==> src/rtl/fsqrt_pkg.sv <==
// Package: shared types for the binary32 square-root unit.
// Assumes: the operand classes below cover all input encodings.
package fsqrt_pkg;

    // Class of the operand, decides which result path is packed
    typedef enum logic [1:0] {
        CLS_NORMAL = 2'd0,
        CLS_ZERO   = 2'd1,
        CLS_INF    = 2'd2,
        CLS_NAN    = 2'd3
    } fsqrt_cls_e;

endpackage

==> src/rtl/fsqrt_unpack.sv <==
// Module: fsqrt_unpack
// Splits a floating-point operand into its fields and classifies it.
// Builds the widened radicand for the integer root and computes the
// halved result exponent, including the odd-exponent adjustment.
// Assumes: purely combinational; subnormals are classed as zero.
module fsqrt_unpack
    import fsqrt_pkg::*;
#(
    parameter int EXP_W   = 8,
    parameter int FRAC_W  = 23,
    parameter int GUARD_W = 2
) (
    input  logic [EXP_W+FRAC_W:0]             operand,
    output fsqrt_cls_e                        cls,
    output logic                              sign,
    output logic [EXP_W-1:0]                  res_exp,
    output logic [2*(FRAC_W+1+GUARD_W)-1:0]   radicand
);
    localparam int MANT_W = FRAC_W + 1;
    localparam int ROOT_W = MANT_W + GUARD_W;
    localparam int RAD_W  = 2 * ROOT_W;
    localparam int PRE_SH = RAD_W - MANT_W - 1;
    localparam int BIAS   = (1 << (EXP_W - 1)) - 1;
    localparam int SE_W   = EXP_W + 2;

    logic [EXP_W-1:0]        f_exp;
    logic [FRAC_W-1:0]       f_frac;
    logic signed [SE_W-1:0]  exp_unb;
    logic signed [SE_W-1:0]  exp_adj;
    logic signed [SE_W-1:0]  exp_half;
    logic                    exp_odd;
    logic [RAD_W-1:0]        mant_wide;

    // Field extraction
    assign sign   = operand[EXP_W+FRAC_W];
    assign f_exp  = operand[EXP_W+FRAC_W-1:FRAC_W];
    assign f_frac = operand[FRAC_W-1:0];

    // Operand classification
    always_comb begin
        if (&f_exp) begin
            if (f_frac != '0)  cls = CLS_NAN;
            else if (sign)     cls = CLS_NAN;
            else               cls = CLS_INF;
        end else if (f_exp == '0) begin
            cls = CLS_ZERO;
        end else if (sign) begin
            cls = CLS_NAN;
        end else begin
            cls = CLS_NORMAL;
        end
    end

    // Unbiased exponent, odd adjustment and arithmetic halving
    always_comb begin
        exp_unb  = $signed({2'b00, f_exp}) - SE_W'(BIAS);
        exp_odd  = exp_unb[0];
        exp_adj  = exp_unb - SE_W'(exp_odd);
        exp_half = exp_adj >>> 1;
        res_exp  = EXP_W'(exp_half + SE_W'(BIAS));
    end

    // Radicand: hidden one restored, widened, one extra bit for odd exponents
    always_comb begin
        mant_wide = {{(RAD_W-MANT_W){1'b0}}, 1'b1, f_frac};
        radicand  = exp_odd ? (mant_wide << (PRE_SH + 1)) : (mant_wide << PRE_SH);
    end

endmodule

==> src/rtl/fsqrt_root_core.sv <==
// Module: fsqrt_root_core
// Iterative non-restoring integer square root, one root bit per clock.
// A start pulse loads the radicand; after ROOT_W iterations a done pulse
// marks a valid root, which stays held until the next start.
// Assumes: start is only raised while the core is idle.
module fsqrt_root_core #(
    parameter int ROOT_W = 26
) (
    input  logic                  clk,
    input  logic                  rst_n,
    input  logic                  start,
    input  logic [2*ROOT_W-1:0]   radicand,
    output logic                  done,
    output logic [ROOT_W-1:0]     root
);
    localparam int RAD_W = 2 * ROOT_W;
    localparam int REM_W = ROOT_W + 4;
    localparam int CNT_W = $clog2(ROOT_W + 1);

    logic [RAD_W-1:0]  rad_q;
    logic [REM_W-1:0]  rem_q;
    logic [ROOT_W-1:0] root_q;
    logic [CNT_W-1:0]  cnt_q;
    logic              done_q;

    logic [REM_W-1:0]  rem_sh;
    logic [REM_W-1:0]  rem_nx;
    logic              bit_nx;

    // One non-restoring step: add or subtract the trial term by remainder sign
    always_comb begin
        rem_sh = {rem_q[REM_W-3:0], rad_q[RAD_W-1 -: 2]};
        if (rem_q[REM_W-1])
            rem_nx = rem_sh + {2'b00, root_q, 2'b11};
        else
            rem_nx = rem_sh - {2'b00, root_q, 2'b01};
        bit_nx = ~rem_nx[REM_W-1];
    end

    // Iteration registers and done pulse
    always_ff @(posedge clk) begin
        if (!rst_n) begin
            rad_q  <= '0;
            rem_q  <= '0;
            root_q <= '0;
            cnt_q  <= '0;
            done_q <= 1'b0;
        end else begin
            done_q <= 1'b0;
            if (start) begin
                rad_q  <= radicand;
                rem_q  <= '0;
                root_q <= '0;
                cnt_q  <= CNT_W'(ROOT_W);
            end else if (cnt_q != '0) begin
                rad_q  <= {rad_q[RAD_W-3:0], 2'b00};
                rem_q  <= rem_nx;
                root_q <= {root_q[ROOT_W-2:0], bit_nx};
                cnt_q  <= cnt_q - 1'b1;
                if (cnt_q == CNT_W'(1)) done_q <= 1'b1;
            end
        end
    end

    assign done = done_q;
    assign root = root_q;

    // the done pulse lasts a single cycle
    assert_done_single_R7: assert property (@(posedge clk) disable iff (!rst_n)
        done |=> !done);

    // done only when the iteration count has run out
    assert_done_at_end_R7: assert property (@(posedge clk) disable iff (!rst_n)
        done |-> (cnt_q == '0));

    // the iteration counter never exceeds the root width
    assert_cnt_bound_R7: assert property (@(posedge clk) disable iff (!rst_n)
        cnt_q <= CNT_W'(ROOT_W));

endmodule

==> src/rtl/fsqrt_pack.sv <==
// Module: fsqrt_pack
// Rounds the integer root to nearest using its guard bits, folds a rounding
// carry into the exponent and packs the final floating-point word. Special
// classes bypass the root and take their fixed encodings.
// Assumes: purely combinational; for normal operands the root MSB is set.
module fsqrt_pack
    import fsqrt_pkg::*;
#(
    parameter int EXP_W   = 8,
    parameter int FRAC_W  = 23,
    parameter int GUARD_W = 2
) (
    input  fsqrt_cls_e                        cls,
    input  logic                              sign,
    input  logic [EXP_W-1:0]                  res_exp,
    input  logic [FRAC_W+GUARD_W:0]           root,
    output logic [EXP_W+FRAC_W:0]             result
);
    localparam int MANT_W = FRAC_W + 1;
    localparam int ROOT_W = MANT_W + GUARD_W;

    logic [MANT_W:0]    mant_rnd;
    logic               rnd_carry;
    logic [EXP_W-1:0]   exp_out;
    logic [FRAC_W-1:0]  frac_out;

    // Round to nearest: increment when the upper guard bit is set
    always_comb begin
        mant_rnd  = {1'b0, root[ROOT_W-1:GUARD_W]} + (MANT_W+1)'(root[GUARD_W-1]);
        rnd_carry = mant_rnd[MANT_W];
        exp_out   = res_exp + EXP_W'(rnd_carry);
        frac_out  = rnd_carry ? '0 : mant_rnd[FRAC_W-1:0];
    end

    // Final encoding selected by operand class
    always_comb begin
        unique case (cls)
            CLS_NORMAL: result = {1'b0, exp_out, frac_out};
            CLS_ZERO:   result = {sign, {(EXP_W+FRAC_W){1'b0}}};
            CLS_INF:    result = {1'b0, {EXP_W{1'b1}}, {FRAC_W{1'b0}}};
            default:    result = {1'b0, {EXP_W{1'b1}}, 1'b1, {(FRAC_W-1){1'b0}}};
        endcase
    end

endmodule

==> src/rtl/fp32_sqrt_seq.sv <==
// Module: fp32_sqrt_seq (top)
// Sequential binary32 square root. Accepts an operand when idle, runs the
// iterative root core, then registers the rounded and packed result with a
// one-cycle out_valid pulse. Fixed latency for every operand class.
// Assumes: in_valid during a busy period is dropped.
module fp32_sqrt_seq
    import fsqrt_pkg::*;
#(
    parameter int EXP_W   = 8,
    parameter int FRAC_W  = 23,
    parameter int GUARD_W = 2
) (
    input  logic                   clk,
    input  logic                   rst_n,
    input  logic                   in_valid,
    input  logic [EXP_W+FRAC_W:0]  in_operand,
    output logic                   out_valid,
    output logic [EXP_W+FRAC_W:0]  out_result
);
    localparam int OP_W   = 1 + EXP_W + FRAC_W;
    localparam int ROOT_W = FRAC_W + 1 + GUARD_W;
    localparam int RAD_W  = 2 * ROOT_W;

    fsqrt_cls_e          un_cls;
    logic                un_sign;
    logic [EXP_W-1:0]    un_exp;
    logic [RAD_W-1:0]    un_rad;

    fsqrt_cls_e          cls_q;
    logic                sign_q;
    logic [EXP_W-1:0]    exp_q;
    logic                busy_q;
    logic                out_valid_q;
    logic [OP_W-1:0]     out_result_q;

    logic                accept;
    logic                core_done;
    logic [ROOT_W-1:0]   core_root;
    logic [OP_W-1:0]     packed_word;

    assign accept = in_valid && !busy_q;

    fsqrt_unpack #(.EXP_W(EXP_W), .FRAC_W(FRAC_W), .GUARD_W(GUARD_W)) u_unpack (
        .operand  (in_operand),
        .cls      (un_cls),
        .sign     (un_sign),
        .res_exp  (un_exp),
        .radicand (un_rad)
    );

    fsqrt_root_core #(.ROOT_W(ROOT_W)) u_core (
        .clk      (clk),
        .rst_n    (rst_n),
        .start    (accept),
        .radicand (un_rad),
        .done     (core_done),
        .root     (core_root)
    );

    fsqrt_pack #(.EXP_W(EXP_W), .FRAC_W(FRAC_W), .GUARD_W(GUARD_W)) u_pack (
        .cls     (cls_q),
        .sign    (sign_q),
        .res_exp (exp_q),
        .root    (core_root),
        .result  (packed_word)
    );

    // Capture operand attributes and track the busy period
    always_ff @(posedge clk) begin
        if (!rst_n) begin
            busy_q <= 1'b0;
            cls_q  <= CLS_ZERO;
            sign_q <= 1'b0;
            exp_q  <= '0;
        end else if (accept) begin
            busy_q <= 1'b1;
            cls_q  <= un_cls;
            sign_q <= un_sign;
            exp_q  <= un_exp;
        end else if (core_done) begin
            busy_q <= 1'b0;
        end
    end

    // Register the packed result and its valid pulse
    always_ff @(posedge clk) begin
        if (!rst_n) begin
            out_valid_q  <= 1'b0;
            out_result_q <= '0;
        end else begin
            out_valid_q <= core_done;
            if (core_done) out_result_q <= packed_word;
        end
    end

    assign out_valid  = out_valid_q;
    assign out_result = out_result_q;

    // out_valid is a single-cycle pulse
    assert_valid_pulse_R7: assert property (@(posedge clk) disable iff (!rst_n)
        out_valid |=> !out_valid);

    // a result only appears at the end of a busy period
    assert_valid_after_busy_R8: assert property (@(posedge clk) disable iff (!rst_n)
        $rose(out_valid) |-> $past(busy_q));

    // an operand offered while busy does not end the busy period
    assert_busy_holds_R8: assert property (@(posedge clk) disable iff (!rst_n)
        (busy_q && !core_done) |=> busy_q);

    // a normal operand leaves a root with its top bit set
    assert_root_normalised_R2: assert property (@(posedge clk) disable iff (!rst_n)
        (core_done && cls_q == CLS_NORMAL) |-> core_root[ROOT_W-1]);

    // every finite nonzero result is positive with an in-range exponent
    assert_normal_sign_R1: assert property (@(posedge clk) disable iff (!rst_n)
        (out_valid && out_result[OP_W-2:FRAC_W] != '1 && out_result[OP_W-2:0] != '0)
            |-> (!out_result[OP_W-1] && out_result[OP_W-2:FRAC_W] != '0));

endmodule

==> config.mk <==
export PLATFORM = sky130hd
export DESIGN_NAME = fp32_sqrt_seq
export DESIGN_NICKNAME = d
export VERILOG_FILES = /design/src/rtl/fsqrt_pkg.sv /design/src/rtl/fsqrt_unpack.sv /design/src/rtl/fsqrt_root_core.sv /design/src/rtl/fsqrt_pack.sv /design/src/rtl/fp32_sqrt_seq.sv
export SDC_FILE = /design/constraint.sdc
export NUM_CORES = 1
export LEC_CHECK = 0
export ABC_AREA = 1
export BUFFER_PORTS_ARGS = -buffer_cell sky130_fd_sc_hd__buf_2
export CORE_ASPECT_RATIO = 1.2
export CORE_UTILIZATION = 50
export CTS_CLUSTER_DIAMETER = 150
export DETAILED_ROUTE_END_ITERATION = 7
export PLACE_DENSITY = 0.75
export SYNTH_ARGS = -nofsm -noshare
export SYNTH_HDL_FRONTEND = slang
export SYNTH_SLANG_ARGS = --single-unit
==> constraint.sdc <==
create_clock -name clk -period 3.3 [get_ports clk]
set_input_delay 0.33 -clock clk [delete_from_list [all_inputs] [get_ports clk]]
set_output_delay 0.33 -clock clk [all_outputs]
set_load 0.005 [all_outputs]
### Yosys cells after proc, flatten, opt, wreduce, memory -nomap -nowiden

Index checks and enable logic that the tools add are counted.

* register bits after elaboration: 159
* bits in latches: 0
* memory bits (writable): 0
* bits in read-only memories: 0
* bits of input ports: 35
* output and inout port bits: 33
* logic and storage cells: 53
* memories: 0

* add/subtract/negate cells: 8
* multipliers: 0
* divide/modulo/power cells: 0
* magnitude comparators: 0
* equal/unequal tests: 3
* shift operators: 0
* muxes and demuxes: 16
* bitwise gates (word level): 3
* reductions and logical operators: 11

Operators by type and width (count)
* $mux 52: 3
* $pmux 32 s3: 1
* $add 30x28->30: 1
* $mux 30: 1
* $sub 30x28->30: 1
* $add 24x1->25: 1
* $mux 23: 1
* $reduce_bool 23->1: 1
* $mux 5: 2
* $sub 8x7->9 const B: 1
* $sub 9x1->9: 1
* $add 8x1->8: 1
* $add 8x8->8 const B: 1
* $logic_not 8->1: 1
* $reduce_and 8->1: 1
* $mux 2: 3
* $eq 5x1->1 const B: 1
* $mux 1: 5
* $reduce_bool 5->1: 1
* $sub 5x1->5 const B: 1
* $reduce_bool 2->1: 2
* $not 1->1: 3
* $reduce_or 3->1: 1
* $eq 2x1->1 const B: 1
* 5 further kinds: 5

### Longest topological paths before layout

* word-level depth: 3
* depth in mapped cells: 16
* depth with buffers taken out: 15

### Modules after synthesis

A second synthesis with hierarchy kept.

* cells, all modules: 1582
* area, all modules: 10269.8 um^2

Modules (own cells, without submodules)
* fsqrt_root_core: instances 1, cells an instance 954, area an instance 6500.0 um^2, seq. area each 2262.2 um^2
* fp32_sqrt_seq: instances 1, cells an instance 217, area an instance 1651.6 um^2, seq. area each 900.9 um^2
* fsqrt_unpack: instances 1, cells an instance 206, area an instance 1074.8 um^2, seq. area each 0.0 um^2
* fsqrt_pack: instances 1, cells an instance 205, area an instance 1043.5 um^2, seq. area each 0.0 um^2

### Worst setup path after synthesis

OpenSTA, ideal clock, no wires.

* path type: register to register
* start point: register u_core.root_q[1] (netlist: u_core.root[1])
* end point: register out_result_q[30] (netlist: out_result[30])
* setup time: 0.086 ns
* arrival time: 2.429 ns
* required time: 3.214 ns
* path slack: 0.786 ns
* stages on the path, launching flop included: 16
* path buffers: 0
* clock period less this slack: 2.514 ns
* cells stage by stage: dfxtp_1 ha_1 ha_1 nand2_2 nor2_4 nand2_2 nor4_2 nand4_1 nor2_1 ha_1 nand3_1 nor2_1 and3_1 nand2_1 xor2_1 a211oi_1

* word-level cells in the longest chain between the ends: 3

RTL lines
* start, declared: RTL line fsqrt_root_core.sv:22 `logic [ROOT_W-1:0] root_q;`
* start signal, assigned: RTL line fsqrt_root_core.sv:58 `root_q <= {root_q[ROOT_W-2:0], bit_nx};`
* $add 24x1->25: RTL line fsqrt_pack.sv:29 `mant_rnd = {1'b0, root[ROOT_W-1:GUARD_W]} + (MANT_W+1)'(root[GUARD_W-1]);`
* $add 8x1->8: RTL line fsqrt_pack.sv:31 `exp_out = res_exp + EXP_W'(rnd_carry);`
* $pmux 32 s3: RTL line fsqrt_pack.sv:37 `unique case (cls)`
* end signal, assigned: RTL line fp32_sqrt_seq.sv:92 `if (core_done) out_result_q <= packed_word;`
* end, declared: RTL line fp32_sqrt_seq.sv:34 `logic [OP_W-1:0] out_result_q;`

No other way between the ends.
A chain may end at the register's enable or synchronous reset.

### Worst setup path in the final report

* start point: register u_core.root_q[1] (netlist: u_core.root[1])
* end point: register out_result_q[29] (netlist: out_result[29])

Same word-level chain as after synthesis.

==> impl_metrics.env <==
export IMPL_power_uw=8607
export IMPL_rows=51
export IMPL_max_stage_delay_ns=0.38
export IMPL_finalSetupTns_ns=0
export IMPL_antenna_found_initial=0
export IMPL_die_w_um=120.5
export IMPL_synthMuxAreaShare=0
export IMPL_whs_endpoint="sign_q$_SDFFE_PN0P_"
export IMPL_io_pin_count=68
export IMPL_dp_hpwl_mm=17.11
export IMPL_overflow=0
export IMPL_timing_critical_path_from_type="flop"
export IMPL_yosys_cell_count_top_type="nand2_1"
export IMPL_cpMostUsedCell="ha_1"
export IMPL_arrival_ns=3.31
export IMPL_slew_viol_final=0
export IMPL_cts_clk_slew_worst_paths_ns=0.06
export IMPL_grt_max_degree=70
export IMPL_syn_mean_instance_area_um2=6.586
export IMPL_synthTopCellsByArea="dfxtp_1 (31%), nand2_1 (15%), inv_1 (7.4%), a21oi_1 (6.8%), ha_1 (5.8%)"
export IMPL_cts_root_buf="clkbuf_16"
export IMPL_endpoint_kind="flop"
export IMPL_fin_skew_ns=0.008300
export IMPL_initial_utilization=0.5156
export IMPL_viasPerCell=5.444
export IMPL_yosysSeqAreaShare=0.3113
export IMPL_hold_buffers=0
export IMPL_power_density_nw_per_um2=897.0
export IMPL_ir_worst_vdd_uv=457.8
export IMPL_clock_sinks=131
export IMPL_setup_viol=0
export IMPL_grt_pass1_vias=7950
export IMPL_drv_cap=0
export IMPL_drive_gt1_frac=0.1130
export IMPL_wl_per_cell_um=14.64
export IMPL_route_vias_total=8476
export IMPL_worst_hold_path_type="in -> reg"
export IMPL_synth_edff_count=0
export IMPL_syn_inst=1279
export IMPL_synth_area_um2=8423
export IMPL_synth_area_leader_cell="dfxtp_1"
export IMPL_yosysWarnings=0
export IMPL_power_leakage_uw=0.004543
export IMPL_critPathRequiredTime_ns=3.64
export IMPL_synth_common_cells="nand2_1 (334), inv_1 (167), dfxtp_1 (131)"
export IMPL_clock_latency_ns=0.43
export IMPL_htreeDepth=4
export IMPL_die_h_um=144.2
export IMPL_synth_compound_area_frac=0.1702
export IMPL_drt_total_wl_mm=22.79
export IMPL_dieArea_um2=17370
export IMPL_path_buf_inv=0
export IMPL_synthAdderAreaFrac=0.05793
export IMPL_critPathKind="reg -> reg"
export IMPL_rsz0062_at_grt="no"
export IMPL_min_period_ns=2.968
export IMPL_final_antenna_net_count=0
export IMPL_crit_family="simple AND/OR/NAND/NOR gates"
export IMPL_cts_tree="yes"
export IMPL_yosys_register_bits=131
export IMPL_max_freq_ghz=0.3369
export IMPL_ctsLongestPathBuffers=2
export IMPL_grt_pass1_wl_mm=37.59
export IMPL_synth_xor_area_frac=0.05407
export IMPL_reg2reg_depth=15
export IMPL_synth_async_reset_ratio=0
export IMPL_dr_pass1_iters=5
export IMPL_synth_top_family_by_area="simple AND/OR/NAND/NOR gates"
export IMPL_holdPathStages=2
export IMPL_status="finished clean"
export IMPL_min_from="in_operand[31]"
export IMPL_core_area_um2=16340
export IMPL_min_period_over_period=0.8994
export IMPL_reg2reg_from="u_core.root[1]$_SDFFE_PP0P_"
export IMPL_crit_chain="ha_1 -> ha_2 -> nand2_2 -> nor2_4 -> nand2_2 -> nor4_2 -> nand4_1 -> nor2_1 -> ha_1 -> ha_1 -> nand3_1 -> nor2_1 -> nand2_1 -> xor2_1 -> a211oi_1"
export IMPL_layout_nets=1406
export IMPL_cp_max_fo=6
export IMPL_hold_viol=0
export IMPL_gp_congestion=0.9470
export IMPL_syn2layout_area_growth_pct=13.92
export IMPL_portBuffers=67
export IMPL_syn_num_nets=1353
export IMPL_diodes=0
export IMPL_synth_top_area_share=0.3113
export IMPL_post_cts_buffers=0
export IMPL_slew_headroom=0.4779
export IMPL_rrSetupSlack_ns=0.33
export IMPL_tightest_slew_ns=0.7822
export IMPL_ys_types=50
export IMPL_drt_iter0_drc=573
export IMPL_numCtsBuffers=17
export IMPL_yosys_area_share_simple=0.3041
export IMPL_track_usage=0.2716
export IMPL_crit_path_top_delay_cell="dfxtp_1"
export IMPL_drc_errors=0
export IMPL_r2r_end="out_result[29]$_SDFFE_PN0P_"
export IMPL_synth_flop_cell="dfxtp_1"
[power breakdown]
group          internal, uW  switching [uW]
sequential             1850             254
combinational          1500            2890
clock                  1350             762
total                  4710            3900
[routing by layer]
layer,vias to the layer above,wire length (um),GRT usage,part of all wire
li1,4310,-,-,-
met1,3886,9777,0.3262,0.43
met2,230,11230,0.4758,0.49
met3,50,1014,0.04338,0.044
met4,0,774,0.1228,0.034
met5,-,0,0,0
[logic make-up after synthesis]
logic type / Yosys count
AOI/OAI and AO/OA: 254
xor gates and xnor gates: 52
adders and majority gates: 39
buffers and inverters: 222
DFF: 131
and+or+nand+nor: 581
[worst max-delay path by stage]
stage	start	endpoint	slack [ns]	cells after the start
finish	u_core.root[1]$_SDFFE_PP0P_	out_result[29]$_SDFFE_PN0P_	0.33	15
global route	u_core.root[2]$_SDFFE_PP0P_	out_result[30]$_SDFFE_PN0P_	0.08	15
CTS	u_core.root[1]$_SDFFE_PP0P_	out_result[30]$_SDFFE_PN0P_	0.25	15
detailed placement	u_core.root[1]$_SDFFE_PP0P_	out_result[30]$_SDFFE_PN0P_	0.29	15
global placement	u_core.root[1]$_SDFFE_PP0P_	out_result[30]$_SDFFE_PN0P_	0.36	15
floorplan	u_core.root[1]$_SDFFE_PP0P_	out_result[30]$_SDFFE_PN0P_	0.79	15
[flip-flops by register name (all words and copies together), names as in the netlist]
register / flops
u_core.rem_q: 29
exp_q: 8
u_core.done: 1
u_core.root: 26
cls_q: 2
sign_q: 1
busy_q: 1
out_valid: 1
out_result: 32
u_core.cnt_q: 5
u_core.rad_q: 25
[layout make-up]
type	count	area [um^2]
Fill cell	1619	6740
Multi-Input combinational cell	926	4949
Sequential cell	131	2623
Inverter	176	661.9
Timing Repair Buffer	80	445.4
Clock buffer	18	429.2
Tap cell	212	265.3
Clock inverter	14	222.7
[metrics by stage]
| stage | cells | area (um^2) | setup slack [ns] | util | hold WS (ns) |
|---|---|---|---|---|---|
| 6_report | 1557 | 9595 | 0.3320 | 0.5874 | 0.1465 |
| 4_1_cts | 1557 | 9593 | 0.2537 | 0.5872 | 0.1348 |
| 2_1_floorplan | 1279 | 8423 | 0.7857 | - | 0.4298 |
| 3_3_place_gp | 1525 | 8941 | 0.3609 | 0.5473 | 0.4458 |
| 3_5_place_dp | 1525 | 8941 | 0.2921 | 0.5473 | 0.4544 |
| 5_1_grt | 1557 | 9595 | 0.08303 | 0.5874 | 0.1445 |
[cells in the final DEF, fill, tap and decap left out, types with 5 or more instances in the layout]
master,count
buf_4,12
buf_2,67
nand3_1,71
nand2_1,334
o221ai_1,11
inv_1,167
a221oi_1,5
dfxtp_1,131
o21bai_1,13
nand4_1,38
xnor2_1,29
nor2_2,10
ha_1,38
inv_6,5
nor3_1,12
clkbuf_16,17
bufinv_16,5
a21oi_1,115
o21ai_0,82
nor4_1,5
nor2_1,84
xor2_1,23
o211ai_1,7
[what timing repair did]
item | 4_1_cts | 5_1_grt
endpoints found under the hold margin | 0 | 0
resized for setup | 0 | 1
endpoints found under the setup margin | 0 | 1
[worst reg2reg max path: stages, from the launching register on]
cell and delay, ns:
dfxtp_1 0.38, ha_1 0.28, ha_2 0.31, nand2_2 0.11, nor2_4 0.17, nand2_2 0.08, nor4_2 0.13, nand4_1 0.10
nor2_1 0.25, ha_1 0.24, ha_1 0.19, nand3_1 0.11, nor2_1 0.13, nand2_1 0.08, xor2_1 0.14, a211oi_1 0.19
No activity file was read; power rests on OpenSTA's default activity.
